==> config.mk <==
export PLATFORM = sky130hd
export DESIGN_NAME = spi_dac_regbank
export DESIGN_NICKNAME = d
export VERILOG_FILES = /design/src/rtl/spi_dac_regbank.sv
export SDC_FILE = /design/constraint.sdc
export NUM_CORES = 1
export LEC_CHECK = 0
export BUFFER_PORTS_ARGS = -buffer_cell sky130_fd_sc_hd__buf_4
export CORE_MARGIN = 10
export CORE_UTILIZATION = 45
export DETAILED_ROUTE_END_ITERATION = 10
export HOLD_SLACK_MARGIN = 0.08
export SYNTH_ARGS = -nofsm -noshare
export SYNTH_HDL_FRONTEND = slang
export SYNTH_SLANG_ARGS = --single-unit
==> constraint.sdc <==
create_clock -name clk -period 3.25 [get_ports clk]
set_clock_uncertainty 0.05 [all_clocks]
set_input_delay 0.325 -clock clk [delete_from_list [all_inputs] [get_ports clk]]
set_output_delay 0.325 -clock clk [all_outputs]
set_load 0.01 [all_outputs]
==> src/rtl/spi_dac_regbank.sv <==
module spi_dac_regbank #(
  parameter int CHANNELS   = 16,
  parameter int CODE_BITS  = 16,
  parameter int FRAME_BITS = 24
) (
  input  logic                          clk,
  input  logic                          rst_n,
  input  logic                          sclk,
  input  logic                          cs_n,
  input  logic                          mosi,
  output logic                          miso,
  output logic [CHANNELS*CODE_BITS-1:0] dac_codes,
  output logic [2:0]                    span_code,
  output logic [CHANNELS-1:0]           dither_pd,
  output logic [CHANNELS-1:0]           dither_inv,
  output logic [2*CHANNELS-1:0]         dither_src,
  output logic [2*CHANNELS-1:0]         dither_scale
);
  localparam int WORD = 16;
  localparam int CW   = $clog2(FRAME_BITS + 2);
  localparam logic [WORD-1:0] UNLOCK = 16'h1234;

  logic [2:0] sclk_p, cs_p;
  logic [1:0] mosi_p;
  logic [FRAME_BITS-1:0] rx_sr, out_sr;
  logic [CW-1:0] bit_cnt;
  logic rb_armed;
  logic [3:0] rb_ch;

  logic [CODE_BITS-1:0] dac_q [CHANNELS];
  logic [CODE_BITS-1:0] in_q  [CHANNELS];
  logic [WORD-1:0]   pd_q, inv_q;
  logic [2*WORD-1:0] src_q, scl_q;
  logic [2:0]        span_q;

  logic sclk_rise, sclk_fall, cs_fall, cs_rise, active, frame_ok, key_hit, chan_ok;
  logic [7:0] cmd;
  logic [WORD-1:0] dat, rb_word;
  logic [3:0] chan;
  logic [CODE_BITS-1:0] code;

  always_ff @(posedge clk or negedge rst_n)
    if (!rst_n) begin
      sclk_p <= '0;
      cs_p   <= '1;
      mosi_p <= '0;
    end else begin
      sclk_p <= {sclk_p[1:0], sclk};
      cs_p   <= {cs_p[1:0], cs_n};
      mosi_p <= {mosi_p[0], mosi};
    end

  assign sclk_rise = sclk_p[1] & ~sclk_p[2];
  assign sclk_fall = ~sclk_p[1] & sclk_p[2];
  assign cs_fall   = ~cs_p[1] & cs_p[2];
  assign cs_rise   = cs_p[1] & ~cs_p[2];
  assign active    = ~cs_p[1];

  assign cmd      = rx_sr[FRAME_BITS-1 -: 8];
  assign dat      = rx_sr[WORD-1:0];
  assign chan     = cmd[3:0];
  assign chan_ok  = int'(chan) < CHANNELS;
  assign code     = dat[WORD-1 -: CODE_BITS];
  assign frame_ok = cs_rise && (bit_cnt == CW'(FRAME_BITS));
  assign key_hit  = frame_ok && cmd == 8'h70 && dat == UNLOCK;
  assign rb_word  = WORD'(dac_q[rb_ch]) << (WORD - CODE_BITS);
  assign miso     = active & out_sr[FRAME_BITS-1];

  always_ff @(posedge clk or negedge rst_n)
    if (!rst_n) begin
      rx_sr   <= '0;
      out_sr  <= '0;
      bit_cnt <= '0;
    end else if (cs_fall) begin
      bit_cnt <= '0;
      out_sr  <= rb_armed ? FRAME_BITS'(rb_word) : '0;
    end else if (active && sclk_rise) begin
      rx_sr <= {rx_sr[FRAME_BITS-2:0], mosi_p[1]};
      if (bit_cnt != '1) bit_cnt <= bit_cnt + 1'b1;
    end else if (active && sclk_fall) begin
      out_sr <= {out_sr[FRAME_BITS-2:0], 1'b0};
    end

  always_ff @(posedge clk or negedge rst_n)
    if (!rst_n) begin
      rb_armed <= 1'b0;
      rb_ch    <= '0;
    end else if (cs_fall || key_hit) begin
      rb_armed <= 1'b0;
    end else if (frame_ok && cmd[7:4] == 4'h8 && chan_ok) begin
      rb_armed <= 1'b1;
      rb_ch    <= chan;
    end

  always_ff @(posedge clk or negedge rst_n)
    if (!rst_n) begin
      for (int i = 0; i < CHANNELS; i++) begin
        dac_q[i] <= '0;
        in_q[i]  <= '0;
      end
      pd_q <= '1; inv_q <= '0; src_q <= '0; scl_q <= '0; span_q <= '0;
    end else if (key_hit) begin
      for (int i = 0; i < CHANNELS; i++) begin
        dac_q[i] <= '0;
        in_q[i]  <= '0;
      end
      pd_q <= '1; inv_q <= '0; src_q <= '0; scl_q <= '0; span_q <= '0;
    end else if (frame_ok) begin
      case (cmd[7:4])
        4'h1: if (chan_ok) in_q[chan] <= code;
        4'h2: if (chan_ok) dac_q[chan] <= code;
        4'h3: if (chan == 4'h0)
                for (int i = 0; i < CHANNELS; i++)
                  if (dat[i]) dac_q[i] <= in_q[i];
        4'h4: if (chan == 4'h0) span_q <= dat[2:0];
        4'h5: if (chan == 4'h1) pd_q <= dat;
        4'h6: if (chan == 4'h0)
                for (int i = 0; i < CHANNELS; i++) dac_q[i] <= code;
        4'h9: if (chan == 4'h0) src_q[WORD-1:0]    <= dat;
        4'hA: if (chan == 4'h0) src_q[2*WORD-1:WORD] <= dat;
        4'hB: if (chan == 4'h0) inv_q <= dat;
        4'hC: if (chan == 4'h0) scl_q[WORD-1:0]    <= dat;
        4'hD: if (chan == 4'h0) scl_q[2*WORD-1:WORD] <= dat;
        default: ;
      endcase
    end

  generate
    for (genvar g = 0; g < CHANNELS; g++) begin : g_out
      assign dac_codes[g*CODE_BITS +: CODE_BITS] = dac_q[g];
    end
  endgenerate

  assign span_code    = span_q;
  assign dither_pd    = pd_q[CHANNELS-1:0];
  assign dither_inv   = inv_q[CHANNELS-1:0];
  assign dither_src   = src_q[2*CHANNELS-1:0];
  assign dither_scale = scl_q[2*CHANNELS-1:0];

  assert_short_frame_R2: assert property (@(posedge clk) disable iff (!rst_n)
    (cs_rise && bit_cnt != CW'(FRAME_BITS)) |=> $stable({dac_codes, span_code, dither_pd}));

  assert_input_quiet_R3: assert property (@(posedge clk) disable iff (!rst_n)
    (frame_ok && cmd[7:4] == 4'h1) |=> $stable(dac_codes));

  assert_masked_load_R4: assert property (@(posedge clk) disable iff (!rst_n)
    (frame_ok && cmd == 8'h30 && dat[0]) |=> (dac_q[0] == $past(in_q[0])));

  assert_key_clear_R9: assert property (@(posedge clk) disable iff (!rst_n)
    key_hit |=> (dither_pd == '1 && span_code == 3'd0 && dither_src == '0 && dac_codes == '0));

  assert_wrong_key_R9: assert property (@(posedge clk) disable iff (!rst_n)
    (frame_ok && cmd == 8'h70 && dat != UNLOCK) |=>
      $stable({dac_codes, span_code, dither_pd, dither_inv, dither_src, dither_scale}));

  assert_unknown_cmd_R11: assert property (@(posedge clk) disable iff (!rst_n)
    (frame_ok && cmd[7:4] == 4'hF) |=>
      $stable({dac_codes, span_code, dither_pd, dither_inv, dither_src, dither_scale}));
endmodule

==> results by group, run 1 <==
Layout
  – Area Growth Syn to Fin: 20.5%
  – Commonest non-fill, non-tap cells in the layout: dfrtp_1 (648), buf_4 (485), a22o_1 (343), mux2_2 (239), a21oi_1 (232)
  – Final core utilization: 55.0%
  – Filler cells: 5877
  – Final cell count without fillers: 3851
  – Final #Nets: 2869
  – Seq. cell area: 17000 um2
  – Layout cells sized above 1: 34.2%
  – Multi-input gate area: 13300 um2
  – Fin area: 37900 um2
  – Most common cell after layout, fill and taps aside: dfrtp_1

Global route
  – Total gr overflow: 0
  – First-pass GRT wire length: 167 mm
  – Antenna violations before repair: 0
  – Global Route Usage Sum: 27.2%
  – Largest net degree at the start of global routing: 129
  – Number of global-route vias before repair: 24300

Clocking
  – Clock Latency Late Sink: 0.62 ns
  – CTS sink count: 677
  – H-tree depth: 3
  – Root buffer cell: clkbuf_16
  – Clk buf depth: 3
  – Clock tree from TritonCTS: built
  – CTS Buf Count: 75
  – Reg clk slew, reported paths: 0.06 ns
  – # resized after CTS: 0

Critical path
  – Setup crit start kind: flip-flop
  – Crit Path Max Fanout: 19
  – WP data required: 3.70 ns
  – CP Capture Type: flip-flop
  – Crit path DAT: 3.50 ns
  – WS Path Type: reg2reg
  – CP max-delay cell: dfstp_2
  – Slowest stage delay, CP: 0.59 ns
  – CP cell instances: and4bb_2, nand3_1, nor4_4, buf_12, o221a_2, mux2_2

Synthesis
  – Mapped Area: 31500 um2
  – Synth Instances: 2553
  – Register bit count reported by yosys: 677
  – Avg Inst Size Synth: 12.3 um2
  – Top-area cell type share of the netlist area: 52.3%
  – Synth area leader: dfrtp_1
  – Syn Nets: 2561
  – Distinct cell type count after synthesis: 63
  – Asr flop ratio synth: 100%
  – Number of synthesized flops with an enable pin: 0
  – Ys flop type: dfrtp_1
  – Syn. warnings: 0
  – Top cells by area, synth: dfrtp_1 (52%), a22o_1 (9.5%), mux2_2 (8.6%)
  – Sequential area share after synthesis: 53.9%

Timing
  – Fin. max-slew vios: 0
  – Final Hold Vio Count: 0
  – Final setup viols: 0
  – Min Hold Slack: 0.189 ns
  – Fmax: 328 MHz
  – Tcrit/Tclk final: 93.8%
  – Post-route minimum period: 3.05 ns
  – Sum Neg Setup Slack: 0 ns
  – RSZ-0062 raised after global routing: no
  – Worst slew margin: 22.1%
  – Worst-margin pin slew: 1.17 ns

Power
  – PwrDens: 477 nW/um2
  – Power share of the combinational group: 4.3%
  – Clock network fraction of design power: 48.7%
  – Psw: 4.24 mW
  – Reg power frac: 47.0%
  – VDD IR-drop max: 0.360 mV
  – Switch share: 23.4%
  – Int Pwr: 13.8 mW
  – Static leakage: 18.0 nW

Die
  – Die height: 284 um
  – Die area: 80900 um2
  – Core area: 68900 um2
  – DIE WIDTH: 284 um
  – I/O Pins: 361
  – Row count: 96
  – Initial core utilization: 45.6%

Job
  – Max-Cap Viols: 0

Routing
  – Routed len/inst: 29.2 um
  – Post-route ant nets: 0
  – Drt first pass iters: 6
  – Via density: 6.21
  – Routed via count: 23900
  – Drt total wl: 112 mm
  – Detailed Route Iter0 Violations: 2566
  – DR DRC count: 0

Min path
  – Hold Crit Class: in2async

Outcome
  – Outcome: completed

Placement
  – Placed cells: 3711
  – Hpwl dp: 75.7 mm
  – Placer's final routability congestion estimate: 0.892
  – Dpl cell area: 35300 um2
  – I/O Buffers: 360
## synth_stat cells, drive strengths merged, types with 3 or more instances
master and count:
a21oi 235, a2bb2o 6, nor4b 4, nand2 173
nand4 5, a22oi 40, mux4 64, nand3b 6
a22o 343, or3b 5, nor3b 3, o21a 22
o21ai 115, o2bb2ai 5, o22ai 3, or4 13
mux2 364, nand2b 10, nor3 8, o221a 5
nor2b 15, o2111ai 4, a21o 16, nor4 3
dfstp 19, nor2 70, clkbuf 197, buf 74
a31oi 11, dfrtp 658, nand3 7, a211oi 10
mux2i 20, ha 3
## worst paths after layout
path                            endpoint  startpoint  cells past startpoint  slack, ns
max in group asynchronous  dac_codes[23]       rst_n                      3       1.84
min                            mosi_p[0]       rst_n                      2       0.19
min reg2reg                    mosi_p[1]   mosi_p[0]                      0       0.30
max                        dac_codes[80]     cs_p[1]                      6       0.20
max reg2reg                dac_codes[80]     cs_p[1]                      6       0.20
min in group clk               mosi_p[1]   mosi_p[0]                      0       0.30
## critical path: cells and delay by family (launching register included)
family / cells / cell delay [ns]
AND/OR/NAND/NOR: 3 / 1.11
AO/OA/AOI/OAI: 1 / 0.52
flip-flops: 1 / 0.59
multiplexers: 1 / 0.41
buffers and inverters: 1 / 0.24
## state kept, by name (all words and copies together) (netlist names), 3 cells and up
name	cells
dither_scale	32
dac_codes	256
sclk_p	3
cs_p	3
rx_sr	24
span_code	3
in_q	256
out_sr	24
rb_ch	4
dither_inv	16
bit_cnt	5
dither_pd	16
dither_src	32
## metal layers
metal  track usage, %  vias to the layer above  part of all wire, %
li1                 -                    10100                    -
met1             35.3                    12500                   41
met2             43.9                     1091                   48
met3             5.97                      221                  7.9
met4             10.5                        0                  3.8
met5                0                        -                    0
## kinds of logic after synthesis
group	synth area share, %
AND/OR/NAND/NOR	5.03
multiplexers	18.5
flip-flops	53.9
AO/OA/AOI/OAI	18.3
XOR/XNOR	0.0835
adder cells (fa/ha/maj)	0.119
buffers and inverters	4.12
## through the flow
step	setup slack, ns	power [mW]
after floorplan	0.681	8.96
after global placement	0.271	9.40
after detailed placement	0.214	9.42
after CTS	0.196	18.2
after global routing	0.119	18.6
final	0.202	18.1
## final cells by class
type / count / area share (%)
flip-flops and latches: 677 / 44.8
multi-input cells: 1603 / 35.0
repair buffers: 502 / 10.4
clock buffers: 112 / 5.90
well taps: 931 / 3.07
clock inverters: 22 / 0.828
inverters: 2 / 0.0198
diodes: 2 / 0.0132
## what timing repair did
item / 4_1_cts / 5_1_grt
hold buffers: 4 / 0
buffers inserted: 0 / 0
endpoints found under the hold margin: 95 / 0
## power groups by stage
stage	sequential, mW	clock, mW	combinational, mW
floorplan	8.63	0	0.322
detailed placement	8.64	0	0.777
global placement	8.64	0	0.758
global route	8.49	9.25	0.829
CTS	8.49	8.93	0.783
finish	8.49	8.81	0.782
Note: power is estimated with default switching activity, not from simulation.
==> run 2: changes to the inputs <==
--- a/config.mk
+++ b/config.mk
@@ -5,6 +5,7 @@
 export SDC_FILE = /design/constraint.sdc
 export NUM_CORES = 1
 export LEC_CHECK = 0
+export ABC_AREA = 1
 export BUFFER_PORTS_ARGS = -buffer_cell sky130_fd_sc_hd__buf_4
 export CORE_MARGIN = 10
 export CORE_UTILIZATION = 45
==> results by group, run 2 <==
Layout
  – Layout cells sized above 1: 13.5% (was 34.2%)
  – Final #Nets: 5290 (was 2869)
  – Commonest non-fill, non-tap cells in the layout: nand2_1 (2022), dfrtp_1 (656), buf_4 (497), inv_1 (398), nor2_1 (361) (was dfrtp_1 (648), buf_4 (485), a22o_1 (343), mux2_2 (239), a21oi_1 (232))
  – Area Growth Syn to Fin: 18.4% (was 20.5%)
  – Final cell count without fillers: 6395 (was 3851)
  – # diodes: 0 (was 2)
  – Fin area: 42500 um2 (was 37900 um2)
  – Most common cell after layout, fill and taps aside: nand2_1 (was dfrtp_1)
  – Filler cells: 7731 (was 5877)

Routing
  – Via density: 5.65 (was 6.21)
  – Routed via count: 36100 (was 23900)
  – Post-route ant nets: 0 (unchanged)
  – Drt first pass iters: 5 (was 6)
  – Detailed Route Iter0 Violations: 4711 (was 2566)
  – DR DRC count: 0 (unchanged)
  – Drt total wl: 153 mm (was 112 mm)
  – Routed len/inst: 23.9 um (was 29.2 um)

Die
  – Core area: 79000 um2 (was 68900 um2)
  – Initial core utilization: 45.5% (was 45.6%)
  – I/O Pins: 361 (unchanged)
  – DIE WIDTH: 302 um (was 284 um)
  – Die height: 302 um (was 284 um)
  – Row count: 103 (was 96)
  – Die area: 91500 um2 (was 80900 um2)

Synthesis
  – Top-count cell post-synth: nand2_1 (was dfrtp_1)
  – Top-area cell type share of the netlist area: 45.9% (was 52.3%)
  – Synth area leader: dfrtp_1 (unchanged)
  – Register bit count reported by yosys: 677 (unchanged)
  – Top cells by area, synth: dfrtp_1 (46%), nand2_1 (21%), o21ai_0 (4.9%) (was dfrtp_1 (52%), a22o_1 (9.5%), mux2_2 (8.6%))
  – Avg Inst Size Synth: 7.14 um2 (was 12.3 um2)
  – Ys flop type: dfrtp_1 (unchanged)
  – Syn. warnings: 0 (unchanged)
  – Number of synthesized flops with an enable pin: 0 (unchanged)
  – Sequential area share after synthesis: 47.2% (was 53.9%)
  – Asr flop ratio synth: 100% (unchanged)
  – Syn Nets: 5039 (was 2561)
  – Post-synth top cells: nand2_1 (2025), dfrtp_1 (658), inv_1 (400) (was dfrtp_1 (658), a22o_1 (343), mux2_2 (239))
  – Distinct cell type count after synthesis: 33 (was 63)
  – Mapped Area: 35900 um2 (was 31500 um2)
  – Synth Instances: 5031 (was 2553)

Placement
  – Placer's final routability congestion estimate: 0.965 (was 0.892)
  – Placed cells: 6247 (was 3711)
  – Hpwl dp: 105 mm (was 75.7 mm)
  – Dpl cell area: 39900 um2 (was 35300 um2)
  – I/O Buffers: 360 (unchanged)

Global route
  – Total gr overflow: 0 (unchanged)
  – Antenna violations before repair: 3 (was 0)
  – Largest net degree at the start of global routing: 168 (was 129)
  – Number of global-route vias before repair: 33500 (was 24300)
  – Global Route Usage Sum: 32.6% (was 27.2%)
  – First-pass GRT wire length: 225 mm (was 167 mm)

Critical path
  – CP cell instances: inv_1, nor2_4, nand2_1, clkinv_1, a21oi_1, nand2_1, nand3_1, buf_4, nand2_1, nand2_1, inv_1 (was and4bb_2, nand3_1, nor4_4, buf_12, o221a_2, mux2_2)
  – Worst Setup SP: rx_sr[21] (was cs_p[1])
  – FF-to-FF Start: rx_sr[21] (was cs_p[1])
  – Crit path DAT: 3.39 ns (was 3.50 ns)
  – Slowest stage delay, CP: 0.42 ns (was 0.59 ns)
  – WS Path Type: reg2reg (unchanged)
  – CP Capture Type: flip-flop (unchanged)
  – CP max-delay cell: dfrtp_1 (was dfstp_2)
  – Setup crit start kind: flip-flop (unchanged)
  – WP data required: 3.73 ns (was 3.70 ns)
  – Crit-path most repeated cell: nand2_1
  – Crit Path Max Fanout: 12 (was 19)

Timing
  – Fmax: 344 MHz (was 328 MHz)
  – Final setup viols: 0 (unchanged)
  – Worst-margin pin slew: 0.895 ns (was 1.17 ns)
  – Post-route minimum period: 2.91 ns (was 3.05 ns)
  – Worst slew margin: 39.7% (was 22.1%)
  – Fin. max-slew vios: 0 (unchanged)
  – Final Hold Vio Count: 0 (unchanged)
  – Min Hold Slack: 0.163 ns (was 0.189 ns)
  – RSZ-0062 raised after global routing: no (unchanged)
  – Sum Neg Setup Slack: 0 ns (unchanged)
  – Tcrit/Tclk final: 89.4% (was 93.8%)

Clocking
  – Clock Latency Late Sink: 0.65 ns (was 0.62 ns)
  – CTS Buf Count: 79 (was 75)
  – Reg clk slew, reported paths: 0.06 ns (about the same)
  – Root buffer cell: clkbuf_16 (unchanged)
  – CTS sink count: 677 (unchanged)
  – Clock tree from TritonCTS: built (unchanged)
  – Setup bufs post-CTS: 0 (unchanged)
  – Clk buf depth: 3 (unchanged)
  – # resized after CTS: 0 (unchanged)
  – H-tree depth: 3 (unchanged)

Job
  – Max-Cap Viols: 0 (unchanged)

Power
  – Static leakage: 23.3 nW (was 18.0 nW)
  – PwrDens: 427 nW/um2 (was 477 nW/um2)
  – VDD IR-drop max: 0.423 mV (was 0.360 mV)

Min path
  – Hold Crit Class: in2async (unchanged)

Outcome
  – Outcome: completed (unchanged)
## run 2: cell count changes in the layout (fill, tap and decap cells not counted), moves of 239 or more
cell,previous run,this run
nand3_1,7,347
nor2_1,67,361
o21ai_0,106,353
nand2_1,173,2022
nand4_1,5,256
mux2_2,239,0
inv_1,2,398
a22o_1,343,0
## run 2: per-stage QoR
stage | setup WS (ns) | utilization [%] | power (mW)
after CTS | 0.372 | 53.8 | 18.2
after global routing | 0.112 | 53.8 | 18.6
after global placement | 0.475 | 50.5 | 9.32
after floorplan | 1.11 | - | 8.83
final | 0.344 | 53.8 | 18.2
after detailed placement | 0.407 | 50.5 | 9.32
## run 2: logic make-up (layout without fill, tap and decap cells)
| family | count (synthesis) | in the layout | share of synthesized area [%] |
|---|---|---|---|
| compound gates | 543 | 543 | 8.10 |
| fa+ha+maj | 3 | 3 | 0.105 |
| buf+inv | 775 | 1089 | 8.89 |
| flops | 677 | 677 | 47.2 |
| simple gates | 3033 | 3033 | 35.7 |
## run 2: metal layers
layer  routed length (um)  up-vias  track usage (%)
li1                     -    16600                -
met1                63300    17200             46.1
met2                64100     1937             46.2
met3                17000      347             8.02
met4                 8320        4             16.1
met5                   27        -                0
## run 2: final cells by class
class | instances | area (um2) | area share [%]
clock buffers | 121 | 2300 | 5.42
repair buffers | 528 | 4310 | 10.1
inverters | 417 | 1580 | 3.71
clock inverters | 23 | 260 | 0.612
well taps | 1050 | 1310 | 3.09
multi-input cells | 3579 | 15800 | 37.1
flip-flops and latches | 677 | 17000 | 39.9
## run 2: final timing paths
path / to / slack [ns] / cells after the start
max reg2reg: dac_codes[7] / 0.34 / 11
min in group clk: mosi_p[0] / 0.30 / 2
max: dac_codes[7] / 0.34 / 11
min reg2reg: sclk_p[1] / 0.31 / 0
min: dac_codes[200] / 0.16 / 2
max in group asynchronous: dither_inv[13] / 2.01 / 3
## run 2: worst max-delay path, delay by kind of cell, from the launching register on
kind | cells | cell delay, ns
flops | 1 | 0.42
buf+inv | 4 | 0.84
simple gates | 6 | 1.08
compound gates | 1 | 0.40
## run 2: what timing repair did
action,CTS,global route
setup endpoints to repair,0,0
hold buffers,4,0
endpoints found under the hold margin,445,0
## run 2: where the power goes
group	switching (mW)	total (mW)	internal, mW
registers	0.0288	8.49	8.46
clock network	3.82	8.97	5.15
logic	0.592	0.696	0.104
